### src/rtl/cfgchk_pkg.sv
package cfgchk_pkg;

    localparam logic [7:0] CRC_POLY = 8'h07;

    typedef enum logic [2:0] {
        PH_USER, PH_MIRROR, PH_DRAIN, PH_DECIDE,
        PH_REPAIR, PH_RDRAIN, PH_FINISH, PH_IDLE
    } phase_t;

    typedef enum logic [1:0] {
        RK_USER   = 2'd0,
        RK_COPY_A = 2'd1,
        RK_COPY_B = 2'd2,
        RK_REPAIR = 2'd3
    } rd_kind_t;

    typedef struct packed {
        logic     vld;
        rd_kind_t kind;
        logic     last;
    } rd_tag_t;

    typedef struct packed {
        logic user_ok;
        logic a_ok;
        logic b_ok;
        logic differ;
    } chk_result_t;

    function automatic logic [7:0] crc8_step(input logic [7:0] c, input logic [7:0] d);
        logic [7:0] x;
        x = c ^ d;
        for (int b = 0; b < 8; b++) begin
            x = x[7] ? ((x << 1) ^ CRC_POLY) : (x << 1);
        end
        return x;
    endfunction

endpackage

### src/rtl/cfgchk_crc8_acc.sv
module cfgchk_crc8_acc
    import cfgchk_pkg::*;
(
    input  logic       clk,
    input  logic       rst,
    input  logic       clr,
    input  logic       en,
    input  logic [7:0] din,
    output logic [7:0] crc
);
    always_ff @(posedge clk) begin
        if (rst || clr) begin
            crc <= 8'h00;
        end else if (en) begin
            crc <= crc8_step(crc, din);
        end
    end
endmodule

### src/rtl/cfgchk_eval.sv
module cfgchk_eval
    import cfgchk_pkg::*;
(
    input  logic        clk,
    input  logic        rst,
    input  logic        clr,
    input  rd_tag_t     tag,
    input  logic [7:0]  rdata,
    output chk_result_t res
);
    logic [2:0] ok_q;
    logic [7:0] a_hold;
    logic       differ_q;

    // one accumulator per checked section: user, copy A, copy B
    for (genvar g = 0; g < 3; g++) begin : g_sec
        localparam rd_kind_t KIND = rd_kind_t'(g);
        logic       hit;
        logic [7:0] crc_q;

        assign hit = tag.vld && (tag.kind == KIND);

        cfgchk_crc8_acc u_acc (
            .clk (clk),
            .rst (rst),
            .clr (clr),
            .en  (hit && !tag.last),
            .din (rdata),
            .crc (crc_q)
        );

        always_ff @(posedge clk) begin
            if (rst || clr) begin
                ok_q[g] <= 1'b0;
            end else if (hit && tag.last) begin
                ok_q[g] <= (crc_q == rdata);
            end
        end
    end

    always_ff @(posedge clk) begin
        if (rst || clr) begin
            a_hold   <= 8'h00;
            differ_q <= 1'b0;
        end else if (tag.vld) begin
            if (tag.kind == RK_COPY_A) begin
                a_hold <= rdata;
            end else if (tag.kind == RK_COPY_B && rdata != a_hold) begin
                differ_q <= 1'b1;
            end
        end
    end

    assign res.user_ok = ok_q[0];
    assign res.a_ok    = ok_q[1];
    assign res.b_ok    = ok_q[2];
    assign res.differ  = differ_q;
endmodule

### src/rtl/cfgchk_seq.sv
module cfgchk_seq
    import cfgchk_pkg::*;
#(
    parameter int AW         = 6,
    parameter int USER_BASE  = 0,
    parameter int USER_LEN   = 8,
    parameter int MFG_A_BASE = 16,
    parameter int MFG_B_BASE = 24,
    parameter int MFG_LEN    = 4
) (
    input  logic          clk,
    input  logic          rst,
    input  logic          start,
    input  chk_result_t   res,
    output logic          rd_en,
    output logic [AW-1:0] rd_addr,
    output rd_tag_t       tag,
    output logic          wr_en,
    output logic [AW-1:0] wr_addr,
    output logic          idle,
    output logic          finish
);
    localparam int LMAX = (USER_LEN > MFG_LEN) ? USER_LEN : MFG_LEN;
    localparam int IW   = $clog2(LMAX + 1);

    phase_t        phase;
    logic [IW-1:0] idx, tag_idx;
    logic          side, src_b;
    rd_tag_t       tag_n;
    logic          repair_need;
    logic          last_user, last_mfg;

    assign last_user = (idx == IW'(USER_LEN));
    assign last_mfg  = (idx == IW'(MFG_LEN));

    always_comb begin
        rd_en   = 1'b0;
        rd_addr = '0;
        tag_n   = '0;
        case (phase)
            PH_USER: begin
                rd_en      = 1'b1;
                rd_addr    = AW'(USER_BASE) + AW'(idx);
                tag_n.kind = RK_USER;
                tag_n.last = last_user;
            end
            PH_MIRROR: begin
                rd_en      = 1'b1;
                rd_addr    = (side ? AW'(MFG_B_BASE) : AW'(MFG_A_BASE)) + AW'(idx);
                tag_n.kind = side ? RK_COPY_B : RK_COPY_A;
                tag_n.last = last_mfg;
            end
            PH_REPAIR: begin
                rd_en      = 1'b1;
                rd_addr    = (src_b ? AW'(MFG_B_BASE) : AW'(MFG_A_BASE)) + AW'(idx);
                tag_n.kind = RK_REPAIR;
                tag_n.last = last_mfg;
            end
            default: ;
        endcase
        tag_n.vld = rd_en;
    end

    assign repair_need = (res.a_ok || res.b_ok) &&
                         (res.differ || !res.a_ok || !res.b_ok);

    always_ff @(posedge clk) begin
        if (rst) begin
            phase   <= PH_USER;
            idx     <= '0;
            side    <= 1'b0;
            src_b   <= 1'b0;
            tag     <= '0;
            tag_idx <= '0;
        end else begin
            tag     <= tag_n;
            tag_idx <= idx;
            case (phase)
                PH_USER: begin
                    if (last_user) begin
                        idx   <= '0;
                        phase <= PH_MIRROR;
                    end else begin
                        idx <= idx + 1'b1;
                    end
                end
                PH_MIRROR: begin
                    side <= ~side;
                    if (side) begin
                        if (last_mfg) begin
                            idx   <= '0;
                            phase <= PH_DRAIN;
                        end else begin
                            idx <= idx + 1'b1;
                        end
                    end
                end
                PH_DRAIN:  phase <= PH_DECIDE;
                PH_DECIDE: begin
                    src_b <= !res.a_ok;
                    phase <= repair_need ? PH_REPAIR : PH_FINISH;
                end
                PH_REPAIR: begin
                    if (last_mfg) begin
                        idx   <= '0;
                        phase <= PH_RDRAIN;
                    end else begin
                        idx <= idx + 1'b1;
                    end
                end
                PH_RDRAIN: phase <= PH_FINISH;
                PH_FINISH: phase <= PH_IDLE;
                default: begin
                    if (start) begin
                        idx   <= '0;
                        side  <= 1'b0;
                        phase <= PH_USER;
                    end
                end
            endcase
        end
    end

    assign wr_en   = tag.vld && (tag.kind == RK_REPAIR);
    assign wr_addr = (src_b ? AW'(MFG_A_BASE) : AW'(MFG_B_BASE)) + AW'(tag_idx);
    assign idle    = (phase == PH_IDLE);
    assign finish  = (phase == PH_FINISH);
endmodule

### src/rtl/cfgchk_status.sv
module cfgchk_status
    import cfgchk_pkg::*;
(
    input  logic        clk,
    input  logic        rst,
    input  logic        idle,
    input  logic        finish,
    input  chk_result_t res,
    input  logic        clear_faults,
    input  logic        mfr_wr,
    input  logic [7:0]  mfr_wdata,
    output logic        start,
    output logic        cml_q,
    output logic        crc_q,
    output logic        nvm_q,
    output logic        irrec_q,
    output logic        pass_q,
    output logic        done_q
);
    logic clr_user, clr_nvm, recheck_nvm;
    logic user_bad, nvm_fault, irrec_new;

    assign clr_user = clear_faults || (mfr_wr && mfr_wdata[0]);
    assign clr_nvm  = clear_faults || (mfr_wr && mfr_wdata[1]);
    assign start    = idle && (clr_user || clr_nvm);

    assign user_bad  = !res.user_ok;
    assign nvm_fault = res.differ || !res.a_ok || !res.b_ok;
    assign irrec_new = irrec_q || (nvm_fault && recheck_nvm);

    always_ff @(posedge clk) begin
        if (rst) begin
            cml_q       <= 1'b0;
            crc_q       <= 1'b0;
            nvm_q       <= 1'b0;
            irrec_q     <= 1'b0;
            pass_q      <= 1'b0;
            done_q      <= 1'b0;
            recheck_nvm <= 1'b0;
        end else begin
            done_q <= finish;
            if (start) begin
                pass_q      <= 1'b0;
                recheck_nvm <= clr_nvm && nvm_q;
                if (clr_user) begin
                    cml_q <= 1'b0;
                    crc_q <= 1'b0;
                end
                if (clr_nvm) begin
                    nvm_q <= 1'b0;
                end
            end else if (finish) begin
                cml_q       <= cml_q | user_bad;
                crc_q       <= crc_q | user_bad;
                nvm_q       <= nvm_q | nvm_fault;
                irrec_q     <= irrec_new;
                recheck_nvm <= 1'b0;
                pass_q      <= !user_bad && (res.a_ok || res.b_ok) && !irrec_new;
            end
        end
    end
endmodule

### src/rtl/cfgmem_guard.sv
module cfgmem_guard
    import cfgchk_pkg::*;
#(
    parameter int AW         = 6,
    parameter int USER_BASE  = 0,
    parameter int USER_LEN   = 8,
    parameter int MFG_A_BASE = 16,
    parameter int MFG_B_BASE = 24,
    parameter int MFG_LEN    = 4
) (
    input  logic          clk,
    input  logic          rst,
    output logic          mem_rd_en,
    output logic [AW-1:0] mem_rd_addr,
    input  logic [7:0]    mem_rd_data,
    output logic          mem_wr_en,
    output logic [AW-1:0] mem_wr_addr,
    output logic [7:0]    mem_wr_data,
    input  logic          clear_faults,
    input  logic          mfr_wr,
    input  logic [7:0]    mfr_wdata,
    output logic [7:0]    status_byte,
    output logic [15:0]   status_word,
    output logic [7:0]    mfr_status,
    output logic          alert_n,
    output logic          check_done,
    output logic          check_pass
);
    rd_tag_t     tag;
    chk_result_t res;
    logic        idle, finish, start;
    logic        cml_q, crc_q, nvm_q, irrec_q;

    cfgchk_seq #(
        .AW(AW), .USER_BASE(USER_BASE), .USER_LEN(USER_LEN),
        .MFG_A_BASE(MFG_A_BASE), .MFG_B_BASE(MFG_B_BASE), .MFG_LEN(MFG_LEN)
    ) u_seq (
        .clk     (clk),
        .rst     (rst),
        .start   (start),
        .res     (res),
        .rd_en   (mem_rd_en),
        .rd_addr (mem_rd_addr),
        .tag     (tag),
        .wr_en   (mem_wr_en),
        .wr_addr (mem_wr_addr),
        .idle    (idle),
        .finish  (finish)
    );

    cfgchk_eval u_eval (
        .clk   (clk),
        .rst   (rst),
        .clr   (start),
        .tag   (tag),
        .rdata (mem_rd_data),
        .res   (res)
    );

    cfgchk_status u_stat (
        .clk          (clk),
        .rst          (rst),
        .idle         (idle),
        .finish       (finish),
        .res          (res),
        .clear_faults (clear_faults),
        .mfr_wr       (mfr_wr),
        .mfr_wdata    (mfr_wdata),
        .start        (start),
        .cml_q        (cml_q),
        .crc_q        (crc_q),
        .nvm_q        (nvm_q),
        .irrec_q      (irrec_q),
        .pass_q       (check_pass),
        .done_q       (check_done)
    );

    assign mem_wr_data = mem_rd_data;
    assign mfr_status  = {5'b0, irrec_q, nvm_q, crc_q};
    assign status_byte = {1'b0, ~check_pass, 4'b0, cml_q, 1'b0};
    assign status_word = {3'b0, |mfr_status, 4'b0, status_byte};
    assign alert_n     = ~(cml_q | nvm_q | irrec_q);
endmodule

### config.mk
export PLATFORM = sky130hd
export DESIGN_NAME = cfgmem_guard
export DESIGN_NICKNAME = d
export VERILOG_FILES = /design/src/rtl/cfgchk_pkg.sv /design/src/rtl/cfgchk_crc8_acc.sv /design/src/rtl/cfgchk_eval.sv /design/src/rtl/cfgchk_seq.sv /design/src/rtl/cfgchk_status.sv /design/src/rtl/cfgmem_guard.sv
export SDC_FILE = /design/constraint.sdc
export NUM_CORES = 1
export LEC_CHECK = 0
export BUFFER_PORTS_ARGS = -buffer_cell sky130_fd_sc_hd__clkbuf_2
export CORE_MARGIN = 8
export CORE_UTILIZATION = 56
export DETAILED_ROUTE_END_ITERATION = 8
export GPL_TIMING_DRIVEN = 0
export HOLD_SLACK_MARGIN = 0.08
export PLACE_DENSITY = 0.78
export SLEW_MARGIN = 15
export SYNTH_ARGS = -nofsm -noshare
export SYNTH_HDL_FRONTEND = slang
export SYNTH_SLANG_ARGS = --single-unit
### constraint.sdc
create_clock -name clk -period 2.5 [get_ports clk]
set_input_delay 0.5 -clock clk [delete_from_list [all_inputs] [get_ports clk]]
set_output_delay 0.5 -clock clk [all_outputs]
set_load 0.01 [all_outputs]
## After elaboration in Yosys (flattened, before gate mapping)

Cells that the tools add are included.

| operators by class | value |
|---|---|
| add/subtract/negate cells | 4 |
| mux-type cells | 55 |
| reductions and logical operators | 51 |
| equal/unequal tests | 22 |
| bitwise gates (word level) | 39 |

Operators by type and width:

| operator | number |
|---|---|
| 3-bit two-way mux | 29 |
| 3-bit NOT | 24 |
| 4-bit two-way mux | 7 |
| 8-bit equality test | 3 |
| 8-bit bitwise XOR | 3 |
| 3-bit one-hot mux with 7 select lines | 1 |
| 1-bit logical AND | 19 |
| 6-bit by 4-bit adder with 6-bit output | 3 |
| 6-bit one-hot mux with 3 select lines | 1 |
| 4-bit one-hot mux with 4 select lines | 1 |
| 3-bit equality test, second input constant | 4 |
| 1-bit two-way mux | 12 |
| 2-bit by 1-bit inequality test with 1-bit output, second input constant | 6 |
| 2-bit AND reduction | 5 |
| 3-bit one-hot mux with 3 select lines | 1 |
| 1-bit logical OR | 8 |
| 8-bit inequality test | 1 |
| 8-bit nonzero test | 1 |
| 1-bit NOT | 7 |
| 3-bit by 2-bit equality test with 1-bit output, second input constant | 2 |
| 3-bit AND reduction | 2 |
| 3-bit OR reduction | 2 |
| 6-bit OR reduction | 1 |
| 1-bit logical NOT | 5 |
| other kinds (16) | 23 |

| storage, ports and cells | value |
|---|---|
| output and inout port bits | 57 |
| logic and storage cells | 194 |
| flip-flop bits (word level) | 60 |

## Longest topological paths before layout

| depth | value |
|---|---|
| depth in word-level cells | 17 |
| depth in mapped cells | 10 |

## Hierarchy

A second synthesis with hierarchy kept.

| unflattened totals | value |
|---|---|
| cells, all modules | 473 |
| area total of the unflattened synthesis | 4,395.5 um^2 |

By module, submodules not included:

| module | cells an instance | times used | area each (um^2) |
|---|---|---|---|
| cfgchk_crc8_acc | 56 | 3 | 616.8 |
| cfgchk_seq | 117 | 1 | 1,008.5 |
| cfgchk_eval | 111 | 1 | 900.9 |
| cfgchk_status | 35 | 1 | 331.6 |
| cfgmem_guard | 42 | 1 | 304.0 |

## Least setup slack after synthesis

Ideal clock, no wire load.

| timing path | value |
|---|---|
| path kind | register to output |
| start point | reg u_seq.phase[0] |
| end point | out mem_rd_addr[3] |
| path slack | 0.230 ns |
| data required time | 2.000 ns |
| data arrival time | 1.770 ns |
| stages on the path, launching flop included | 11 |
| buffers on the path | 2 |
| path through | dfxtp_1 > buf_2 > buf_1 > nand2b_1 > o21ai_0 > o31ai_1 > ha_1 > mux2i_1 > nor2_1 > a31oi_1 > nor2_1 |

| on the way | value |
|---|---|
| longest elaborated chain between the ends | 2 |

Ends and longest elaborated chain:

| element | RTL line | text |
|---|---|---|
| from (decl) | cfgchk_seq.sv:26 | `phase_t phase;` |
| from (signal assigned) | cfgchk_seq.sv:101 | `phase <= repair_need ? PH_REPAIR : PH_FINISH;` |
| 3-bit equality test, or another cell as far along | cfgchk_seq.sv:40 | `case (phase)` |
| 6-bit one-hot mux with 3 select lines * | cfgchk_seq.sv:40 |  |
| to (decl) | cfgmem_guard.sv:14 | `output logic [AW-1:0] mem_rd_addr,` |

Mark *: on every way between the ends. The rest lies on a longest branch, timed or not.

## Worst setup path after layout

Same ends and word-level chain as after synthesis.

==> flow_summary.ini <==
[floorplan]
die_h_um = 101
ios = 77
core_area_mm2 = 0.00710
die-area_mm2 = 0.0101
rows = 31
initial_utilization_pct = 56.4
die_boundary_width_um = 101

[route]
dr.first_iter.drc_count = 122
drtAntennaViolNets = 0
via_count = 3107
dr.pass1.iters = 4
drt-wirelength-per-cell_um = 13.5
postRouteWirelength_mm = 8.40
vias_per_cell = 5.00
drt_drc_violations_left = 0

[yosys]
yosysTopAreaCell = dfxtp_1
post_synth_inst_count = 444
post-synth-top-area-fraction_pct = 30.0
synthesis.area_per_instance_um2 = 9.01
synth-warning-count = 0
synth.lib_cells_used.distinct = 55
register_area_share_after_synthesis_pct = 30.0
commonest_cells_in_the_netlist = 60 x dfxtp_1, 56 x xnor2_1, 52 x nor2_1, 43 x buf_4, 22 x nand2_1
yosys_register_bits = 60
synthFlopType = dfxtp_1
ys_top_cells_by_area = dfxtp_1 30%, xnor2_1 12%, buf_4 8.1%
async_reset_ff_share_pct = 0
synth_most_common_cell = dfxtp_1
syn_area_mm2 = 0.00400
synth-edff-count = 0

[finish]
stdcell_count = 622
n_antenna_cell = 0
final.fill_count = 620
layout.area.seq_mm2 = 0.00121
post-route-util_pct = 65.2
drive_gt1_share_pct = 26.6
layout-area-overhead-vs-synth_pct = 15.6
final_nets = 553
final_cell_area_mm2 = 0.00462
multi_input_comb_area_mm2 = 0.00240

[timing]
hold_violations = 0
finalSetupViolCount = 0
fmaxAchievable_mhz = 400
final.setup_skew_ns = 0.00929
worst_slack_ns = 0.00216
post-route-period-util_pct = 99.9
worstMarginPinSlew_ns = 0.651
grt_setup_unrepaired = true
timing.max_slew.rel_slack_pct = 56.3
report.final.slew_viol_count = 0
hold-worst-slack_ns = 0.473
tns_ns = 0
period_minus_slack_ns = 2.50

[power_and_ir_drop]
vdd.ir_drop.worst_mv = 0.386
net-switching-power_mw = 0.778
internal_power_mw = 1.82
clock_power_share_pct = 28.4
power.share.combinational_pct = 30.1
p_leak_nw = 2.10
report.power.total_mw = 2.60
share_seq_of_total_power_pct = 41.5
switching_share_pct = 30.0
areal_power_density_over_the_cells_mw_per_mm2 = 561

[setup_path]
cp_max_fo = 9
crit_slowest_cell = dfxtp_2
critical_path.top_delay_family = compound AO/OA/AOI/OAI gates
start_kind = flop
timing_worst_setup_path_type = reg2out
cp_slowest_stage_delay_ns = 0.32
worstPathArrival_ns = 2.00
timing.reg2reg.setup_slack_ns = 0.55
timing.critical_path.mode_cell = nor2_1
worst_ep_required_time_ns = 2.00
worst_setup_path_end_kind = primary output
crit_path_cell_trace = buf_6 -> nand2b_4 -> o21ai_2 -> o31ai_2 -> ha_1 -> mux2i_1 -> nor2_1 -> a31oi_1 -> nor2_1 -> buf_2
critical_path.n_buffers_inverters = 2

[grt]
first_global_vias = 3031
grt_pass1_wl_mm = 14.0
gr_ovfl_total = 0
grt_use_total_pct = 17.2
grt_max_degree = 20
grt_antenna_before_repair = 0

[clock_network]
worst_setup_hold_path_clk_slew_ns = 0.07
number_of_buffers_added_by_the_clock_tree_synthesis_step = 9
clock_sinks = 60
insertion_delay_ns = 0.33
clock_path_buffers = 2
htree_num_levels = 3
cts.root.buffer_cell = clkbuf_8
cts_tree = done

[status]
outcome = finished, final reports clean

[place]
post-place-ws_ns = -0.0941
cell_area_placed_mm2 = 0.00440
dp_hpwl_mm = 6.33
count_of_buffers_from_port_buffering = 38
placed_cells = 604
gp_congestion = 0.886

[job]
drv_cap = 0

[worst_hold_path]
hold_crit_path_type = reg2reg
[tightest hold or removal path, cell delays in order, from the launching register on]
cell and delay, ns:
dfxtp_1 0.32, nand2_1 0.05, a21oi_1 0.05
[path summary, 6_finish.rpt]
check                 startpoint              to  cells past startpoint
setup reg to reg    u_seq.idx[0]    u_seq.idx[3]                      7
hold / removal     u_stat.pass_q   u_stat.pass_q                      2
hold reg to reg    u_stat.pass_q   u_stat.pass_q                      2
setup / recovery  u_seq.phase[0]  mem_rd_addr[3]                     10
[flip-flops by register name (all words and copies together), names as in the netlist, 3 cells and up]
register and flops:
u_eval.res 3, u_seq.tag_idx 4, u_eval.g_sec.u_acc.crc 24, u_seq.idx 4, u_eval.a_hold 8, u_seq.phase 3, u_seq.tag 4
[kinds of logic (layout without fill, tap and decap cells)]
logic type               after synthesis  in the layout  synth area share [%]
AND/OR/NAND/NOR                      128            128                  16.5
XOR/XNOR                              83             83                  23.1
buffers and inverters                 83            139                  12.6
AO/OA/AOI/OAI                         60             60                  9.67
flip-flops                            60             60                  30.0
multiplexers                          16             16                  4.00
adder cells (fa/ha/maj)               13             13                  4.07
other                                  1             24                0.0937
[metal layers]
| metal | track usage (%) | wire length, µm |
|---|---|---|
| met1 | 18.9 | 3540 |
| met2 | 31.0 | 4270 |
| met3 | 3.45 | 455 |
| met4 | 7.91 | 143 |
| met5 | 0 | 0 |
[power groups by stage]
stage | Sequential, mW | Combinational (mW) | Clock [mW]
2_1_floorplan | 1.09 | 0.674 | 0
3_3_place_gp | 1.09 | 0.759 | 0
3_5_place_dp | 1.10 | 0.779 | 0
4_1_cts | 1.08 | 0.786 | 0.753
5_1_grt | 1.08 | 0.876 | 0.805
6_report | 1.08 | 0.782 | 0.738
[cell usage in the layout, fill, tap and decap left out, types with 4 or more instances in the layout]
cell type	instances
buf_2	11
a31o_2	4
nand3_1	6
a31oi_1	4
clkbuf_2	37
xnor2_1	56
nor3_1	5
and2_1	5
buf_4	50
mux2i_1	16
nand2_1	22
a211oi_1	12
conb_1	24
xor2_1	13
inv_1	17
a21oi_1	18
clkbuf_1	7
xnor3_1	11
nor2_1	52
and3_1	4
ha_1	13
o21ai_0	8
dfxtp_1	58
clkbuf_8	10
[area by class of cell]
type	count	area share, %
Tap cell	99	2.68
Timing Repair Buffer	45	5.25
Buffer	63	9.36
Sequential cell	60	26.1
Clock inverter	3	0.325
Multi-Input combinational cell	324	51.9
Inverter	17	1.38
Clock buffer	11	3.06
[timing repair]
action | CTS | global route
setup endpoints to repair | 3 | 1
setup buffers | 0 | 7
gates resized for setup | 8 | 5
pin swaps | 0 | 1
hold buffers | 0 | 0
Power figures use the tool's default switching activity.
